File: config.mk
export PLATFORM = sky130hd
export DESIGN_NAME = banked_regfile
export DESIGN_NICKNAME = d
export VERILOG_FILES = /design/src/rtl/bank_pkg.sv /design/src/rtl/bank_map.sv /design/src/rtl/bank_store.sv /design/src/rtl/banked_regfile.sv
export SDC_FILE = /design/constraint.sdc
export NUM_CORES = 2
export LEC_CHECK = 0
export CAP_MARGIN = 10
export CORE_AREA = 2 2 412 414
export DETAILED_ROUTE_END_ITERATION = 10
export DIE_AREA = 0 0 414 416
export DONT_BUFFER_PORTS = 1
export PLACE_DENSITY = 0.57
export SYNTH_ARGS = -nofsm -noshare
export SYNTH_HDL_FRONTEND = slang
export SYNTH_SLANG_ARGS = --single-unit
File: constraint.sdc
create_clock -name clk -period 6 [get_ports clk]
set_clock_uncertainty 0.1 [all_clocks]
set_input_delay 0 -clock clk [delete_from_list [all_inputs] [get_ports clk]]
set_output_delay 0 -clock clk [all_outputs]
set_load 0.01 [all_outputs]
File: src/rtl/bank_pkg.sv
// Package: shared constants and types for the mode-banked register file.
// Assumes a fixed architectural layout of sixteen indices and 31 physical slots.
package bank_pkg;

    localparam int DATA_W   = 32;
    localparam int NUM_IDX  = 16;
    localparam int IDX_W    = $clog2(NUM_IDX);
    localparam int NUM_PHYS = 31;
    localparam int SLOT_W   = $clog2(NUM_PHYS);

    // First physical slot of each private group
    localparam int FIQ_BASE  = 16;   // indices 8..14 -> 16..22
    localparam int PAIR_BASE = 23;   // 4 pairs for indices 13,14 -> 23..30
    localparam int FIQ_LO    = 8;
    localparam int FIQ_HI    = 14;
    localparam int SP_IDX    = 13;

    // Mode codes seen on mode_i
    localparam logic [4:0] MD_USR = 5'b10000;
    localparam logic [4:0] MD_FIQ = 5'b10001;
    localparam logic [4:0] MD_IRQ = 5'b10010;
    localparam logic [4:0] MD_SVC = 5'b10011;
    localparam logic [4:0] MD_ABT = 5'b10111;
    localparam logic [4:0] MD_UND = 5'b11011;
    localparam logic [4:0] MD_SYS = 5'b11111;

    // Physical bank a mode selects
    typedef enum logic [2:0] {
        BK_USER = 3'd0,
        BK_FAST = 3'd1,
        BK_IRQ  = 3'd2,
        BK_SVC  = 3'd3,
        BK_ABT  = 3'd4,
        BK_UND  = 3'd5
    } bank_e;

endpackage

File: src/rtl/bank_map.sv
// Module: bank_map
// Converts a mode code, override flag and architectural index into a
// physical slot number. Purely combinational. Assumes the slot layout in
// bank_pkg; unknown mode codes fall back to the user bank.
module bank_map
    import bank_pkg::*;
(
    input  logic [4:0]        mode_i,
    input  logic              usr_i,
    input  logic [IDX_W-1:0]  idx_i,
    output logic [SLOT_W-1:0] slot_o
);

    bank_e bank;

    // Decode the mode code into a physical bank, honouring the override
    always_comb begin
        if (usr_i) begin
            bank = BK_USER;
        end else begin
            unique case (mode_i)
                MD_FIQ:  bank = BK_FAST;
                MD_IRQ:  bank = BK_IRQ;
                MD_SVC:  bank = BK_SVC;
                MD_ABT:  bank = BK_ABT;
                MD_UND:  bank = BK_UND;
                default: bank = BK_USER;   // user, system and unlisted codes
            endcase
        end
    end

    logic             in_fast_rng;
    logic             in_pair_rng;
    logic [SLOT_W-1:0] idx_ext;
    logic [SLOT_W-1:0] pair_base;

    assign idx_ext     = SLOT_W'(idx_i);
    assign in_fast_rng = (int'(idx_i) >= FIQ_LO) && (int'(idx_i) <= FIQ_HI);
    assign in_pair_rng = (int'(idx_i) == SP_IDX) || (int'(idx_i) == SP_IDX + 1);
    assign pair_base   = SLOT_W'(PAIR_BASE) + SLOT_W'({bank - BK_IRQ, 1'b0});

    // Select the physical slot for the decoded bank
    always_comb begin
        slot_o = idx_ext;
        if (bank == BK_FAST && in_fast_rng) begin
            slot_o = SLOT_W'(FIQ_BASE) + idx_ext - SLOT_W'(FIQ_LO);
        end else if (bank != BK_USER && bank != BK_FAST && in_pair_rng) begin
            slot_o = pair_base + idx_ext - SLOT_W'(SP_IDX);
        end
    end

endmodule

File: src/rtl/bank_store.sv
// Module: bank_store
// Physical storage of NUM_PHYS words with one write port and NUM_RD
// combinational read ports. Synchronous active-low reset clears all words.
// Assumes slot numbers below NUM_PHYS.
module bank_store #(
    parameter int DATA_W   = 32,
    parameter int NUM_PHYS = 31,
    parameter int NUM_RD   = 2,
    localparam int SLOT_W  = $clog2(NUM_PHYS)
) (
    input  logic              clk,
    input  logic              rst_n,
    input  logic              we_i,
    input  logic [SLOT_W-1:0] wslot_i,
    input  logic [DATA_W-1:0] wdata_i,
    input  logic [SLOT_W-1:0] rslot_i [NUM_RD],
    output logic [DATA_W-1:0] rdata_o [NUM_RD]
);

    logic [DATA_W-1:0] mem [NUM_PHYS];

    // Clear on reset, otherwise store the write word
    always_ff @(posedge clk) begin
        if (!rst_n) begin
            for (int i = 0; i < NUM_PHYS; i++) begin
                mem[i] <= '0;
            end
        end else if (we_i) begin
            mem[wslot_i] <= wdata_i;
        end
    end

    // Plain array reads, one per port
    for (genvar p = 0; p < NUM_RD; p++) begin : g_rd
        assign rdata_o[p] = mem[rslot_i[p]];
    end

    AST_WRITE_LANDS: assert property (@(posedge clk) disable iff (!rst_n)
        we_i |=> mem[$past(wslot_i)] == $past(wdata_i));

    AST_RESET_ZERO: assert property (@(posedge clk) disable iff (!rst_n)
        $rose(rst_n) |-> (mem[0] == '0 && mem[NUM_PHYS-1] == '0));

endmodule

File: src/rtl/banked_regfile.sv
// Module: banked_regfile (top)
// Mode-banked register file: two combinational read ports with write-first
// forwarding and one write port, all mapped through bank_map. Assumes the
// caller holds mode_i and user_bank_i stable across each write edge.
module banked_regfile
    import bank_pkg::*;
(
    input  logic              clk,
    input  logic              rst_n,
    input  logic [4:0]        mode_i,
    input  logic              user_bank_i,
    input  logic [3:0]        rd_a_idx,
    output logic [31:0]       rd_a_data,
    input  logic [3:0]        rd_b_idx,
    output logic [31:0]       rd_b_data,
    input  logic              wr_en,
    input  logic [3:0]        wr_idx,
    input  logic [31:0]       wr_data
);

    localparam int NUM_RD = 2;

    logic [IDX_W-1:0]  rd_idx   [NUM_RD];
    logic [SLOT_W-1:0] rd_slot  [NUM_RD];
    logic [DATA_W-1:0] raw_data [NUM_RD];
    logic [DATA_W-1:0] rd_data  [NUM_RD];
    logic [SLOT_W-1:0] wr_slot;

    assign rd_idx[0] = rd_a_idx;
    assign rd_idx[1] = rd_b_idx;
    assign rd_a_data = rd_data[0];
    assign rd_b_data = rd_data[1];

    // Write-side mapping
    bank_map u_map_wr (
        .mode_i (mode_i),
        .usr_i  (user_bank_i),
        .idx_i  (wr_idx),
        .slot_o (wr_slot)
    );

    // Read-side mapping and forwarding, one per port
    for (genvar p = 0; p < NUM_RD; p++) begin : g_port
        bank_map u_map_rd (
            .mode_i (mode_i),
            .usr_i  (user_bank_i),
            .idx_i  (rd_idx[p]),
            .slot_o (rd_slot[p])
        );
        assign rd_data[p] = (wr_en && wr_slot == rd_slot[p]) ? wr_data : raw_data[p];
    end

    bank_store #(
        .DATA_W   (DATA_W),
        .NUM_PHYS (NUM_PHYS),
        .NUM_RD   (NUM_RD)
    ) u_store (
        .clk     (clk),
        .rst_n   (rst_n),
        .we_i    (wr_en),
        .wslot_i (wr_slot),
        .wdata_i (wr_data),
        .rslot_i (rd_slot),
        .rdata_o (raw_data)
    );

    AST_SLOT_IN_RANGE: assert property (@(posedge clk) disable iff (!rst_n)
        wr_en |-> int'(wr_slot) < NUM_PHYS);

    AST_LOW_SHARED: assert property (@(posedge clk) disable iff (!rst_n)
        (wr_en && wr_idx < 4'd8) |-> wr_slot == SLOT_W'(wr_idx));

    AST_PC_SHARED: assert property (@(posedge clk) disable iff (!rst_n)
        (wr_en && wr_idx == 4'd15) |-> wr_slot == SLOT_W'(15));

    AST_FAST_PRIVATE: assert property (@(posedge clk) disable iff (!rst_n)
        (wr_en && (mode_i != MD_FIQ || user_bank_i)) |->
            (int'(wr_slot) < FIQ_BASE || int'(wr_slot) >= PAIR_BASE));

    AST_OVERRIDE_USER: assert property (@(posedge clk) disable iff (!rst_n)
        (wr_en && user_bank_i) |-> wr_slot == SLOT_W'(wr_idx));

    AST_SYS_USER: assert property (@(posedge clk) disable iff (!rst_n)
        (wr_en && mode_i == MD_SYS) |-> wr_slot == SLOT_W'(wr_idx));

endmodule

==> Word level (Yosys, flattened, before mapping) <==
Memory sizes are Yosys's and may differ from the RTL's.
Index checks and enable logic that the tools add are counted.
{ "word_totals": {"ramBits": 992, "mem_count": 1, "word_cells": 70, "inputBits": 53, "ff_bits": 0, "out_inout_bits": 64} }
{ "memory_table": {"columns": ["name", "depth", "word_bits", "rd", "rd_ports_with_merged_regs", "wr", "line_no", "source"], "rows": [
  ["u_store.mem", 31, 32, 2, 0, 31, "bank_store.sv:20", "logic [DATA_W-1:0] mem [NUM_PHYS];"]
]} }
{ "op_classes": {"order_cmp": 6, "muxes": 17, "add_sub_neg": 14, "eq_ne": 15, "reduce_logical": 17} }
{ "ops": {"columns": ["operator", "count"], "rows": [
  ["two-way mux 32 bit", 3],
  ["two-way mux 5 bit", 7],
  ["OR reduction 32 bit", 1],
  ["subtractor 5 x 4 -> 5 bit, second input constant", 6],
  ["equality test 5 bit, second input constant", 5],
  ["adder 5 x 4 -> 5 bit, first input constant", 4],
  ["adder 5 x 4 -> 5 bit", 3],
  ["one-hot mux 3 bit (5 select lines)", 1],
  ["equality test 4 x 2 -> 1 bit, second input constant", 3],
  ["equality test 4 x 3 -> 1 bit, second input constant", 3],
  [">= comparator 4 bit, second input constant", 3],
  ["<= comparator 4 bit, second input constant", 3],
  ["logical AND 1 bit", 12],
  ["equality test 5 bit", 2],
  ["two-way mux 1 bit", 5],
  ["equality test 3 x 1 -> 1 bit, second input constant", 1],
  ["logical OR 1 bit", 3],
  ["two-way mux 3 bit", 1],
  ["inequality test 3 x 1 -> 1 bit, second input constant", 1],
  ["nonzero test 3 bit", 1],
  ["subtractor 3 x 2 -> 3 bit, second input constant", 1]
]} }

==> Depth between registers and ports, before layout <==
{ "logic_depth": {"ltp_word": 12, "depth_mapped": 17, "mapped_depth_nobuf": 15} }

==> By module <==
A second synthesis with hierarchy kept.
{ "unflattened": {"cells_unflattened": 4788, "area_unflattened_um2": 57535.2} }
{ "modules_own_cells": {"columns": ["module", "area_per_inst_um2", "n_inst", "seq_area_each_um2", "cells_per_inst"], "rows": [
  ["bank_store", 55747.2, 1, 30749.5, 4610],
  ["banked_regfile", 1058.5, 1, 0.0, 86],
  ["bank_map (g_port[0].u_map_rd ...)", 231.5, 2, 0.0, 30],
  ["bank_map (u_map_wr)", 266.5, 1, 0.0, 32]
]} }

==> Worst setup path before layout <==
Ideal clock, no wire load.
{ "synth_timing": {"kind": "input-to-reg", "start": "input port user_bank_i", "end": "memory u_store.mem[19][0] (enable)", "path_buffers": 0, "arrival_time_ns": 4.954, "setup_slack_ns": 0.480, "cell_stages": 12, "setup_ns": 0.466, "required_time_ns": 5.434, "path_cell_list": "nand4b_2 > or2_2 > ha_1 > xor2_1 > ha_1 > inv_1 > fa_1 > xor2_1 > xnor2_1 > o31ai_1 > nand2_1 > o21ai_0"} }
{ "synth_rtl": {"columns": ["element", "line_no", "source"], "rows": [
  ["start: declaration", "banked_regfile.sv:11", "input logic user_bank_i,"],
  ["end: declaration", "bank_store.sv:20", null]
]} }

==> Final worst setup path <==
{ "layout_timing": {"start": "input port user_bank_i", "end": "output port rd_a_data[10]"} }
{ "layout_via": {"elab_chain_len": 10, "word_cells_on_any_way": 23, "cone_classes": "add/sub: 6; eq/ne: 3; mux: 6; reduce/logical: 7; memory: 1"} }
{ "layout_rtl": {"columns": ["element", "line_no", "source"], "rows": [
  ["two-way mux 3 bit *", "bank_map.sv:18", "if (usr_i) begin"],
  ["branches (longest 8 deep; another with memory read (31 x 32 bit))", null, null],
  ["two-way mux 32 bit *", "banked_regfile.sv:50", "assign rd_data[p] = (wr_en && wr_slot == rd_slot[p]) ? wr_data : raw_data[p];"],
  ["end: declaration", "banked_regfile.sv:13", "output logic [31:0] rd_a_data,"]
]} }
Mark *: on every way between the ends.

==> metrics.yaml <==
status: "finished, final reports clean"
synth_adder_area_share_pct: 0.391
yosysMostFrequentCell: "edfxtp_1"
rows: 151
num-fill-cells: 15800
start_util_pct: 35.7
cts_sinks: 1024
clkPwrFrac_pct: 37.3
end_kind: "output pin"
cts_made_buffers: 106
wl_per_cell_um: 31.2
cp.arrival_ns: 5.12
dp_slack_ns: 0.669
tightest_slew_ns: 1.26
hold_path_class: "in2reg"
dieArea_mm2: 0.172
drc: 0
worst-path-max-fanout: 22
grt_pass1_vias: 43900
vias: 46600
finalNetCount: 5154
crit_buf_inv: 3
clk_pin_slew_ns: 0.07
ios: 117
core_area_mm2: 0.168
multiInputGateArea_mm2: 0.0277
top_regs: "u_store.mem x1024"
max_cap_violations: 0
async_reset_ff_share_pct: 0
cts_root_buf: "clkbuf_16"
post-place-cells: 7134
fin_crit_sh_pct: 87.0
finalHoldViolations: 0
internal-power_w: 0.0130
dieHeight_um: 416
drive_gt1_share_pct: 14.2
ys_ff_latch: 1024
syn-instance-count: 5320
critPathLaunchType: "input port"
peakVddDrop_v: 0.000232
drt_iter0_markers: 6470
synth_ff_type: "edfxtp_1"
finalInstanceArea_mm2: 0.0674
synth.avg_cell_area_um2: 11.3
crit_family: "simple AND/OR/NAND/NOR gates"
antenna_found_initial: 15
tns_ns: 0
cp_slowest_stage_delay_ns: 0.77
max_freq_ghz: 0.191
syn_to_final_growth_pct: 12.1
worst-setup-path-type: "in2out"
grt_pass1_wl_um: 330000
top_register: "u_store.mem"
min_period_ns: 5.22
slew_viol_final: 0
h-tree-depth: 3
hold-worst-slack_ns: 0.00376
synth_top_area_share_pct: 51.2
syn-cell-area_mm2: 0.0601
worst-path-stages: 16
largest_reg_flops: 1024
p_sw_share_pct: 28.0
crit_end: "rd_a_data[10]"
synth-edff-count: 1024
rsz0062_at_grt: "no"
clockBufferDepth: 3
synth.area.top_cells: "edfxtp_1 (51%), and2_1 (10%), mux4_2 (8.4%), mux2i_1 (3.6%), nand2_1 (3.4%)"
path_common_cell: "nand3_1"
power_density_mw_per_mm2: 269
grtUsageTotal_pct: 26.0
finalNonFillerCells: 7399
post_cts_buffers: 0
p_switching_w: 0.00507
final.setup.worst_slack_ns: 0.778
yosysUniqueCellTypes: 70
synth_mux_area_share_pct: 12.6
dpl_cell_area_mm2: 0.0631
gp_congestion: 0.952
combPwrFrac_pct: 15.6
firstDrtPassIters: 8
synth_compound_area_share_pct: 15.1
crit_path_start: "user_bank_i"
synth-xor-area-share_pct: 0.362
crit_required_ns: 5.90
grt_max_degree: 138
gr-total-overflow: 0
syn_nets: 5390
synth_top_area_cell: "edfxtp_1"
yosys.area_share.simple_pct: 16.3
yosys_warnings: 0
portBuffers: 0
die_x_um: 414
p_leak_nw: 23.3
relSlewSlack_pct: 15.5
yosysSeqAreaShare_pct: 51.2
setup_viol: 0
synthTopCellsByCount: "edfxtp_1 (1024), and2_1 (996), nand2_1 (542)"
ff_latch_area_mm2: 0.0307
cp_slowest_cell: "nor2_4"
ant_nets: 0
synth_top_family_by_area: "simple AND/OR/NAND/NOR gates"
crit_chain: "nand4b_2 > or2_2 > ha_1 > xor2_1 > ha_1 > inv_1 > fa_1 > nand3_1 > o211ai_4 > nor2_4 > buf_4 > a2bb2oi_1 > nand3_1 > nand3_1 > o31ai_1 > buf_4"
cts_tree: "built"
dp_hpwl_um: 141000
vias_per_cell: 6.29
wl_um: 231000
p_seq_share_pct: 47.1
power groups by stage:
stage / registers (W) / clock network (W) / logic, W
after floorplan: 0.00858 / 0 / 0.00170
after global placement: 0.00865 / 0 / 0.00255
after detailed placement: 0.00866 / 0 / 0.00257
after CTS: 0.00851 / 0.00681 / 0.00276
after global routing: 0.00856 / 0.00707 / 0.00295
final: 0.00853 / 0.00676 / 0.00283
what timing repair did:
item	in CTS	in global routing
endpoints found under the setup margin	0	0
hold endpoints to repair	2016	0
hold buffers	58	0
gates resized for setup	0	0
layout make-up:
cell class | instances | share of cell area, %
Clock buffer | 124 | 4.04
Antenna cell | 11 | 0.0409
Clock inverter | 70 | 1.04
Tap cell | 2218 | 4.12
Multi-Input combinational cell | 3688 | 41.2
Sequential cell | 1024 | 45.6
Inverter | 16 | 0.0929
Timing Repair Buffer | 248 | 3.85
through the flow:
stage	power (W)	util (%)
after floorplan	0.0103	-
after global placement	0.0112	37.5
after detailed placement	0.0112	37.5
after CTS	0.0181	40.0
after global routing	0.0186	40.1
final	0.0181	40.1
logic make-up (layout without fill, tap and decap cells):
logic type	Yosys count	after routing
AO/OA/AOI/OAI	1342	1342
XOR/XNOR	24	24
adder cells (fa/ha/maj)	17	17
buffers and inverters	608	458
flip-flops	1024	1024
multiplexers	474	474
other	0	11
AND/OR/NAND/NOR	1831	1831
layout by cell type, fill, tap and decap left out, types with 30 or more instances in the layout:
cell           instances
a211oi_1             250
edfxtp_1            1024
dlygate4sd3_1         34
o21ai_0               67
nand3_1              168
mux4_2               225
nand2_1              539
mux2_2                32
a21oi_1              257
a31oi_1               61
a221oi_1              35
o31ai_1               65
mux2i_1              217
buf_12                48
a2bb2oi_1             30
a22oi_1               95
and2_1               996
o22ai_1              282
and3_1                32
a211o_1               32
a22o_1                94
buf_4                163
o21ai_4               34
clkbuf_16            107
metal layers:
layer | track usage [%] | up-vias | wire, um
met5 | 0 | - | 90
met4 | 8.42 | 14 | 7390
met3 | 7.79 | 473 | 28600
met2 | 39.4 | 2987 | 102000
met1 | 35.6 | 23400 | 92300
li1 | - | 19700 | -
worst min path at each step:
stage	start	to	slack [ns]	depth (start not counted)
floorplan	wr_data[0]	u_store.mem[31][0]$_DFFE_PP_	-0.001	0
global placement	wr_data[26]	u_store.mem[31][26]$_DFFE_PP_	0.002	0
detailed placement	wr_data[26]	u_store.mem[31][26]$_DFFE_PP_	0.003	0
CTS	wr_data[16]	u_store.mem[31][16]$_DFFE_PP_	0.04	2
global route	wr_data[12]	u_store.mem[31][12]$_DFFE_PP_	0.02	1
finish	wr_data[12]	u_store.mem[31][12]$_DFFE_PP_	0.004	1
No activity file was read; power rests on OpenSTA's default activity.
